**src/rtl/simd_mask_pkg.sv**
```systemverilog
package simd_mask_pkg;
  typedef enum logic [1:0] {
    OP_NONE   = 2'd0,
    OP_BRANCH = 2'd1,
    OP_ELSE   = 2'd2,
    OP_ENDIF  = 2'd3
  } mask_op_e;
endpackage

```
**src/rtl/mask_stack.sv**
```systemverilog
module mask_stack #(
  parameter int LANES = 8,
  parameter int DEPTH = 4,
  localparam int PW = $clog2(DEPTH + 1)
) (
  input  logic             clk_i,
  input  logic             rst_ni,
  input  logic             push_i,
  input  logic             pop_i,
  input  logic [LANES-1:0] enc_i,
  input  logic [LANES-1:0] els_i,
  output logic [LANES-1:0] top_enc_o,
  output logic [LANES-1:0] top_els_o,
  output logic             full_o,
  output logic             empty_o,
  output logic [PW-1:0]    ptr_o
);
  logic [LANES-1:0] enc_q [DEPTH];
  logic [LANES-1:0] els_q [DEPTH];
  logic [PW-1:0]    ptr_q;

  always_ff @(posedge clk_i or negedge rst_ni) begin
    if (!rst_ni) begin
      ptr_q <= '0;
      for (int i = 0; i < DEPTH; i++) begin
        enc_q[i] <= '1;
        els_q[i] <= '0;
      end
    end else if (push_i) begin
      for (int i = 0; i < DEPTH; i++) begin
        if (PW'(i) == ptr_q) begin
          enc_q[i] <= enc_i;
          els_q[i] <= els_i;
        end
      end
      ptr_q <= ptr_q + 1'b1;
    end else if (pop_i) begin
      ptr_q <= ptr_q - 1'b1;
    end
  end

  always_comb begin
    top_enc_o = '1;
    top_els_o = '0;
    for (int i = 0; i < DEPTH; i++) begin
      if (PW'(i + 1) == ptr_q) begin
        top_enc_o = enc_q[i];
        top_els_o = els_q[i];
      end
    end
  end

  assign full_o  = (ptr_q == PW'(DEPTH));
  assign empty_o = (ptr_q == '0);
  assign ptr_o   = ptr_q;
endmodule

```
**src/rtl/mask_cmd_ctrl.sv**
```systemverilog
module mask_cmd_ctrl
  import simd_mask_pkg::*;
#(
  parameter int LANES = 8
) (
  input  logic             branch_i,
  input  logic             else_i,
  input  logic             endif_i,
  input  logic [LANES-1:0] pred_i,
  input  logic [LANES-1:0] mask_i,
  input  logic [LANES-1:0] top_enc_i,
  input  logic [LANES-1:0] top_els_i,
  input  logic             full_i,
  input  logic             empty_i,
  output logic             push_o,
  output logic             pop_o,
  output logic [LANES-1:0] push_els_o,
  output logic [LANES-1:0] mask_d_o,
  output logic             ovf_o,
  output logic             unf_o
);
  mask_op_e op;

  // fixed priority; inputs are expected one-hot
  always_comb begin
    if (branch_i)     op = OP_BRANCH;
    else if (else_i)  op = OP_ELSE;
    else if (endif_i) op = OP_ENDIF;
    else              op = OP_NONE;
  end

  assign push_els_o = mask_i & ~pred_i;

  always_comb begin
    push_o   = 1'b0;
    pop_o    = 1'b0;
    ovf_o    = 1'b0;
    unf_o    = 1'b0;
    mask_d_o = mask_i;
    unique case (op)
      OP_BRANCH: begin
        if (full_i) ovf_o = 1'b1;
        else begin
          push_o   = 1'b1;
          mask_d_o = mask_i & pred_i;
        end
      end
      OP_ELSE: begin
        if (empty_i) unf_o = 1'b1;
        else         mask_d_o = top_els_i;
      end
      OP_ENDIF: begin
        if (empty_i) unf_o = 1'b1;
        else begin
          pop_o    = 1'b1;
          mask_d_o = top_enc_i;
        end
      end
      default: ;
    endcase
  end
endmodule

```
**src/rtl/idle_lane_counter.sv**
```systemverilog
module idle_lane_counter #(
  parameter int LANES = 8,
  parameter int CNT_W = 32,
  localparam int PCW = $clog2(LANES + 1)
) (
  input  logic             clk_i,
  input  logic             rst_ni,
  input  logic             count_en_i,
  input  logic [LANES-1:0] mask_i,
  output logic [CNT_W-1:0] cnt_o
);
  logic [PCW-1:0] ones;
  logic [PCW-1:0] idle;

  always_comb begin
    ones = '0;
    for (int i = 0; i < LANES; i++) ones = ones + PCW'(mask_i[i]);
  end

  assign idle = PCW'(LANES) - ones;

  always_ff @(posedge clk_i or negedge rst_ni) begin
    if (!rst_ni)         cnt_o <= '0;
    else if (count_en_i) cnt_o <= cnt_o + CNT_W'(idle);
  end
endmodule

```
**src/rtl/simd_mask_unit.sv**
```systemverilog
module simd_mask_unit #(
  parameter int LANES = 8,
  parameter int DEPTH = 4,
  parameter int CNT_W = 32,
  localparam int PW = $clog2(DEPTH + 1)
) (
  input  logic             clk_i,
  input  logic             rst_ni,
  input  logic             branch_i,
  input  logic [LANES-1:0] pred_i,
  input  logic             else_i,
  input  logic             endif_i,
  input  logic             issue_i,
  output logic [LANES-1:0] active_mask_o,
  output logic             skip_o,
  output logic [PW-1:0]    depth_o,
  output logic             overflow_o,
  output logic             underflow_o,
  output logic [CNT_W-1:0] idle_cnt_o
);
  logic [LANES-1:0] mask_q, mask_d, top_enc, top_els, push_els;
  logic push, pop, full, empty, ovf, unf;

  mask_stack #(.LANES(LANES), .DEPTH(DEPTH)) u_stack (
    .clk_i, .rst_ni,
    .push_i(push), .pop_i(pop),
    .enc_i(mask_q), .els_i(push_els),
    .top_enc_o(top_enc), .top_els_o(top_els),
    .full_o(full), .empty_o(empty), .ptr_o(depth_o)
  );

  mask_cmd_ctrl #(.LANES(LANES)) u_ctrl (
    .branch_i, .else_i, .endif_i, .pred_i,
    .mask_i(mask_q), .top_enc_i(top_enc), .top_els_i(top_els),
    .full_i(full), .empty_i(empty),
    .push_o(push), .pop_o(pop), .push_els_o(push_els),
    .mask_d_o(mask_d), .ovf_o(ovf), .unf_o(unf)
  );

  always_ff @(posedge clk_i or negedge rst_ni) begin
    if (!rst_ni) begin
      mask_q      <= '1;
      overflow_o  <= 1'b0;
      underflow_o <= 1'b0;
    end else begin
      mask_q      <= mask_d;
      overflow_o  <= ovf;
      underflow_o <= unf;
    end
  end

  assign skip_o        = !empty && (mask_q == '0);
  assign active_mask_o = mask_q;

  idle_lane_counter #(.LANES(LANES), .CNT_W(CNT_W)) u_cnt (
    .clk_i, .rst_ni,
    .count_en_i(issue_i && !skip_o),
    .mask_i(mask_q),
    .cnt_o(idle_cnt_o)
  );
endmodule

```
**config.mk**
```make
export PLATFORM = sky130hd
export DESIGN_NAME = simd_mask_unit
export DESIGN_NICKNAME = d
export VERILOG_FILES = /design/src/rtl/simd_mask_pkg.sv /design/src/rtl/mask_stack.sv /design/src/rtl/mask_cmd_ctrl.sv /design/src/rtl/idle_lane_counter.sv /design/src/rtl/simd_mask_unit.sv
export SDC_FILE = /design/constraint.sdc
export NUM_CORES = 1
export LEC_CHECK = 0
export ABC_AREA = 1
export BUFFER_PORTS_ARGS = -buffer_cell sky130_fd_sc_hd__buf_2
export CORE_ASPECT_RATIO = 0.9
export CORE_MARGIN = 1
export CORE_UTILIZATION = 24
export DETAILED_ROUTE_END_ITERATION = 12
export PLACE_DENSITY = 0.42
export SKIP_LAST_GASP = 1
export SLEW_MARGIN = 10
export SYNTH_ARGS = -nofsm -noshare
export SYNTH_HDL_FRONTEND = slang
export SYNTH_SLANG_ARGS = --single-unit
```
**constraint.sdc**
```tcl
create_clock -name clk_i -period 3.84 [get_ports clk_i]
set_clock_uncertainty 0.1 [all_clocks]
set_input_delay 0.768 -clock clk_i [delete_from_list [all_inputs] [get_ports clk_i]]
set_output_delay 0.768 -clock clk_i [all_outputs]
set_load 0.05 [all_outputs]
```
==> flow_metrics.py, run 1 <==
metrics = {
    "clocking": {
        "cts_max_level": 3,
        "root_buffer": "clkbuf_16",
        "cts_tree": "done",
        "clkSinkCount": 109,
        "clk_pin_slew_worst_paths_ns": 0.09,
        "clock_latency_ns": 0.36,
        "cts_max_path_buffers": 2,
        "numCtsBuffers": 9,
    },
    "global_routing": {
        "grt_remaining_overflow": 0,
        "grt_pass1_vias": 5015,
        "grt_pass1_wl_um": 29700,
        "met3_usage": 0.0208,
        "grt_usage": 0.147,
        "met2_usage": 0.214,
        "grt_max_degree": 79,
        "antenna_found_initial": 0,
        "busiest_layer": "met1",
        "use_met1": 0.227,
    },
    "sta": {
        "period_minus_slack_ns": 3.61,
        "post-route-period-util": 0.941,
        "finalSetupViolations": 0,
        "finalMaxSlewViolations": 0,
        "tns_ns": 0,
        "hold_violations": 0,
        "slew_headroom": 0.476,
        "hold_ws_ns": 0.262,
        "max_freq_mhz": 277,
        "worstMarginPinSlew_ns": 0.783,
        "rsz0062_at_grt": "no",
    },
    "pwr": {
        "power.density_nw_per_um2": 946,
        "p_clk_frac": 0.157,
        "leakage_uw": 0.00353,
        "switching_share": 0.468,
        "combinationalPowerShare": 0.560,
        "pwr-share-seq": 0.283,
        "p_int_uw": 3700,
        "p_sw_uw": 3260,
        "irDropWorstVdd_v": 0.000478,
    },
    "floorplanning": {
        "num_rows": 55,
        "die-area_um2": 26300,
        "die_width_um": 171,
        "design.portCount": 60,
        "dieHeight_um": 154,
        "start_util": 0.245,
        "fp.coreArea_um2": 25200,
    },
    "setup_path": {
        "cp.buffers_inverters": 4,
        "rr_worst_depth": 17,
        "crit_chain": "fa_2 -> inv_1 -> ha_2 -> fa_1 -> inv_2 -> fa_2 -> inv_2 -> ha_2 -> ha_4 -> nand3_1 -> nand3_1 -> nand2_1 -> nand2_2 -> nand2_8 -> inv_4 -> nand2_1 -> xor2_1",
        "worstReg2RegEnd": "u_cnt.cnt_o[15]",
        "critPathMaxStageDelay_ns": 0.55,
        "path_class": "reg -> reg",
        "reg2reg_from": "active_mask_o[4]",
        "cp.required_ns": 3.99,
        "arrival_ns": 3.76,
        "r2r_slack_ns": 0.23,
        "setup.worst_path.start_class": "register",
        "crit_fanout": 7,
        "worst_setup_path_end_kind": "register",
        "cpLargestDelayFamily": "adder cells",
        "crit_slowest_cell": "fa_2",
    },
    "logic_synthesis": {
        "ys_ff_latch": 109,
        "syn_area_um2": 6160,
        "synth_cell_types": 34,
        "synth_cells": 814,
        "postSynthAreaPerCell_um2": 7.57,
        "synthesis.nets": 853,
        "ys_seq_area_frac": 0.451,
        "synth_warnings": 0,
    },
    "placed_design": {
        "place_congestion": 0.795,
        "postPlaceCellArea_um2": 6940,
        "io_buffers": 59,
        "hpwl_um": 13400,
    },
    "finish": {
        "syn_to_final_growth_pct": 19.3,
        "diodes": 0,
        "drive_above_1_share": 0.207,
        "fin_area_um2": 7360,
        "fin_nets": 920,
    },
    "route": {
        "vias": 5271,
        "avgViaCountPerCell": 4.29,
        "ant_nets": 0,
        "route.detailed.drc": 0,
        "routedWlPerCell_um": 15.0,
        "dr.first_iter.drc_count": 292,
        "dr.pass1.iters": 5,
        "wl_um": 18400,
    },
    "flow_run": {
        "drv_cap": 0,
    },
    "min_path": {
        "hold_class": "in -> async",
    },
    "outcome": {
        "status": "finished clean",
    },
}
-- metal layers --
layer | wire length, um | share of wire
met5 | 0 | 0
met1 | 9810 | 0.53
met4 | 118 | 0.0064
met2 | 8000 | 0.43
met3 | 498 | 0.027
-- power by group through the flow --
stage	Combinational (uW)	Sequential (uW)	Clock, uW
after floorplan	2190	2310	0
after global routing	4430	2030	1170
final	3900	1970	1090
after global placement	3660	1990	0
after detailed placement	3670	1980	0
after CTS	3770	1970	1130
-- cell usage after synthesis, drive strengths merged --
| master | count | area (um2) |
|---|---|---|
| ha | 21 | 263 |
| or2 | 2 | 12.5 |
| nor2 | 95 | 427 |
| a21oi | 18 | 93.8 |
| nand3 | 29 | 150 |
| nor4 | 2 | 12.5 |
| xor2 | 11 | 96.3 |
| dfstp | 40 | 1050 |
| inv | 83 | 314 |
| nand2 | 311 | 1210 |
| o22ai | 8 | 50.1 |
| o21ai | 71 | 378 |
| dfrtp | 69 | 1730 |
| nand3b | 7 | 52.6 |
| clkbuf | 9 | 33.8 |
| o21bai | 4 | 30.0 |
| fa | 4 | 80.1 |
| buf | 12 | 60.1 |
| nor3 | 2 | 10.0 |
| nand4 | 9 | 56.3 |
| xnor2 | 7 | 61.3 |
-- registers in the layout, indices dropped and copies added, names as in the netlist --
signal	cells
u_stack.ptr_o	3
u_stack.enc_q	32
overflow_o	1
u_stack.els_q	32
active_mask_o	8
underflow_o	1
u_cnt.cnt_o	32
-- layout make-up --
cell class                 count  area, um2
clock buffer                   9        225
clock inverter                 7        118
fill                        2802      17800
inverter                      83        314
multi-input combinational    601       3040
sequential                   109       2780
tap                          342        428
timing repair buffer          77        449
-- layout by cell type, fill, tap and decap left out, types with 2 or more instances in the layout --
master	synthesis	final
a21oi_1	17	17
buf_2	12	58
buf_4	0	17
bufinv_16	0	2
clkbuf_16	0	9
clkinv_8	0	2
dfrtp_1	69	69
dfstp_2	40	40
fa_1	4	2
fa_2	0	2
ha_1	21	18
ha_2	0	2
inv_1	75	70
inv_2	7	12
inv_6	0	2
nand2_1	305	299
nand2_2	3	6
nand2_4	2	5
nand3_1	28	28
nand3b_1	7	7
nand4_1	9	9
nor2_1	84	84
nor2_2	6	5
nor2_4	3	4
nor2_8	2	2
nor3_1	2	2
nor4_1	2	2
o21ai_0	57	57
o21ai_1	10	10
o21ai_2	3	3
o21bai_1	4	4
o22ai_1	8	8
or2_2	2	2
xnor2_1	7	6
xor2_1	11	11
-- timing repair --
| item | CTS | global route |
|---|---|---|
| setup buffers | 0 | 1 |
| hold buffers | 0 | 0 |
| pin swaps | 0 | 9 |
| endpoints found under the hold margin | 0 | 0 |
| gates resized for setup | 1 | 18 |
| endpoints found under the setup margin | 1 | 22 |
-- how the worst max path moves through the flow --
stage,from,endpoint,slack (ns),depth (start not counted)
global route,active_mask_o[4],u_cnt.cnt_o[17],0.03,19
detailed placement,active_mask_o[4],u_cnt.cnt_o[30],0.02,20
global placement,active_mask_o[4],u_cnt.cnt_o[30],0.05,21
floorplan,active_mask_o[2],u_cnt.cnt_o[15],0.03,18
CTS,active_mask_o[4],u_cnt.cnt_o[30],0.007,21
finish,active_mask_o[4],u_cnt.cnt_o[15],0.23,17
-- cell families after synthesis --
| logic type | count (synthesis) | synth area share |
|---|---|---|
| adder cells (fa/ha/maj) | 25 | 0.0556 |
| AO/OA/AOI/OAI | 101 | 0.0895 |
| flip-flops | 109 | 0.451 |
| XOR/XNOR | 18 | 0.0256 |
| buffers and inverters | 104 | 0.0662 |
| AND/OR/NAND/NOR | 457 | 0.313 |
-- worst register-to-register path: stages (launching register included) --
cell and delay [ns]:
dfstp_2 0.39, fa_2 0.55, inv_1 0.04, ha_2 0.18, fa_1 0.49, inv_2 0.05, fa_2 0.33, inv_2 0.06
ha_2 0.27, ha_4 0.29, nand3_1 0.06, nand3_1 0.10, nand2_1 0.07, nand2_2 0.13, nand2_8 0.10, inv_4 0.11
nand2_1 0.07, xor2_1 0.14
-- metrics by stage --
stage / total power, uW / std cells / worst slack, ns / utilization
CTS: 6860 / 1227 / 0.00695 / 0.290
global route: 7630 / 1228 / 0.0310 / 0.292
finish: 6960 / 1228 / 0.228 / 0.292
floorplan: 4500 / 814 / 0.0294 / -
detailed placement: 5660 / 1211 / 0.0165 / 0.276
global placement: 5640 / 1211 / 0.0507 / 0.276
Power figures use the tool's default switching activity.
==> run 2: changes to the inputs <==
--- a/config.mk
+++ b/config.mk
@@ -8,7 +8,7 @@
 export ABC_AREA = 1
 export BUFFER_PORTS_ARGS = -buffer_cell sky130_fd_sc_hd__buf_2
 export CORE_ASPECT_RATIO = 0.9
-export CORE_MARGIN = 1
+export CORE_MARGIN = 2
 export CORE_UTILIZATION = 24
 export DETAILED_ROUTE_END_ITERATION = 12
 export PLACE_DENSITY = 0.42
==> flow_metrics.py, run 2 (synthesis results as in run 1) <==
metrics = {
    "route": {
        "avgViaCountPerCell": 4.26,
        "ant_nets": 0,
        "route.detailed.drc": 0,
        "vias": 5249,
        "dr.pass1.iters": 5,
        "routedWlPerCell_um": 14.8,
        "dr.first_iter.drc_count": 352,
        "wl_um": 18300,
    },
    "setup_path": {
        "crit_slowest_cell": "fa_2",
        "arrival_ns": 3.81,
        "r2r_slack_ns": 0.22,
        "cp.buffers_inverters": 5,
        "worst_setup_path_end_kind": "register",
        "rr_worst_depth": 19,
        "cp.required_ns": 4.03,
        "reg2reg_from": "active_mask_o[4]",
        "cp_common_cell": "nand2_1",
        "worstReg2RegEnd": "u_cnt.cnt_o[20]",
        "cpLargestDelayFamily": "adder cells",
        "path_class": "reg -> reg",
        "crit_chain": "fa_2 -> inv_1 -> ha_2 -> fa_1 -> inv_2 -> fa_2 -> inv_2 -> ha_4 -> xor2_1 -> ha_1 -> nand2_1 -> nand2_2 -> inv_2 -> nand2_4 -> buf_4 -> nand2_1 -> xnor2_1 -> nand2_1 -> nand2_1",
        "critPathMaxStageDelay_ns": 0.55,
        "setup.worst_path.start_class": "register",
        "crit_fanout": 4,
    },
    "placed_design": {
        "io_buffers": 59,
        "hpwl_um": 13400,
        "dp_cells": 1213,
        "place_ws_ns": 0.0172,
        "place_congestion": 0.792,
        "postPlaceCellArea_um2": 6950,
    },
    "sta": {
        "finalSetupViolations": 0,
        "period_minus_slack_ns": 3.62,
        "rsz0062_at_grt": "no",
        "slew_headroom": 0.499,
        "post-route-period-util": 0.943,
        "finalMaxSlewViolations": 0,
        "layout_setup_ws_ns": 0.219,
        "worstMarginPinSlew_ns": 0.751,
        "hold_violations": 0,
        "max_freq_mhz": 276,
        "tns_ns": 0,
    },
    "pwr": {
        "irDropWorstVdd_v": 0.000494,
        "power.density_nw_per_um2": 954,
        "leakage_uw": 0.00353,
    },
    "global_routing": {
        "grt_pass1_vias": 5011,
        "grt_max_degree": 49,
        "grt_remaining_overflow": 0,
        "antenna_found_initial": 0,
        "grt_usage": 0.141,
        "grt_pass1_wl_um": 29600,
    },
    "floorplanning": {
        "fp.coreArea_um2": 25200,
        "start_util": 0.245,
        "die_width_um": 173,
        "num_rows": 55,
        "die-area_um2": 27000,
        "design.portCount": 60,
        "dieHeight_um": 156,
    },
    "finish": {
        "syn_to_final_growth_pct": 19.3,
        "fin_util": 0.292,
        "fin_nets": 924,
        "drive_above_1_share": 0.209,
        "most-common-layout-cells": "299 x nand2_1, 84 x nor2_1, 70 x inv_1, 69 x dfrtp_1, 58 x buf_2",
        "final_common_cell": "nand2_1",
        "diodes": 0,
        "nFillCells": 2787,
        "largestRegisters": "u_cnt.cnt_o x32, u_stack.els_q x32, u_stack.enc_q x32",
        "stdcell_count": 1232,
        "fin_area_um2": 7350,
    },
    "clocking": {
        "clock_latency_ns": 0.36,
        "root_buffer": "clkbuf_16",
        "hold_buffers": 0,
        "cts_tree": "done",
        "cts_max_level": 3,
        "numCtsBuffers": 9,
        "cts_max_path_buffers": 2,
        "clk_pin_slew_worst_paths_ns": 0.08,
        "clkSinkCount": 109,
    },
    "flow_run": {
        "drv_cap": 0,
    },
    "min_path": {
        "hold_class": "in -> async",
    },
    "outcome": {
        "status": "finished clean",
    },
}
run 2: cell types whose count changed in the layout (fill, tap and decap cells not counted), sizes merged:
cell / before / now
buf: 77 / 81
bufinv: 2 / 0
clkinv: 2 / 5
clkinvlp: 1 / 0
run 2: worst max path at each step:
stage                     slack, ns        startpoint  depth (start not counted)         endpoint
after floorplan                0.03  active_mask_o[2]                         18  u_cnt.cnt_o[15]
after global placement         0.05  active_mask_o[4]                         21  u_cnt.cnt_o[30]
after detailed placement       0.02  active_mask_o[4]                         21  u_cnt.cnt_o[30]
after CTS                      0.02  active_mask_o[4]                         21  u_cnt.cnt_o[30]
after global routing          0.005  active_mask_o[4]                         21  u_cnt.cnt_o[30]
final                          0.22  active_mask_o[4]                         19  u_cnt.cnt_o[20]
run 2: layout make-up:
type,count,area [um2],share of cell area
Inverter,83,314,0.0427
Clock inverter,7,86.3,0.0117
Multi-Input combinational cell,601,3050,0.414
Sequential cell,109,2780,0.378
Timing Repair Buffer,81,475,0.0647
Tap cell,342,428,0.0582
Clock buffer,9,225,0.0306
run 2: repair_timing:
| item | CTS | global route |
|---|---|---|
| pin swaps | 3 | 9 |
| setup endpoints to repair | 1 | 24 |
| setup buffers | 1 | 2 |
| resized for setup | 3 | 15 |
run 2: per-layer routing:
layer	GRT usage	routed length [um]	vias to the layer above
met5	0	0	-
met4	0.0323	139	0
met3	0.0214	729	8
met2	0.209	7910	99
met1	0.213	9510	2439
li1	-	-	2703
run 2: where the power goes:
group,switching (uW),internal [uW]
clock,513,468
combinational,2530,1530
sequential,265,1700
run 2: stage by stage:
stage               hold slack (ns)  power (uW)
floorplan                     0.342        4500
global placement              0.356        5650
detailed placement            0.360        5640
CTS                           0.381        6790
global route                  0.400        7700
finish                        0.361        7010
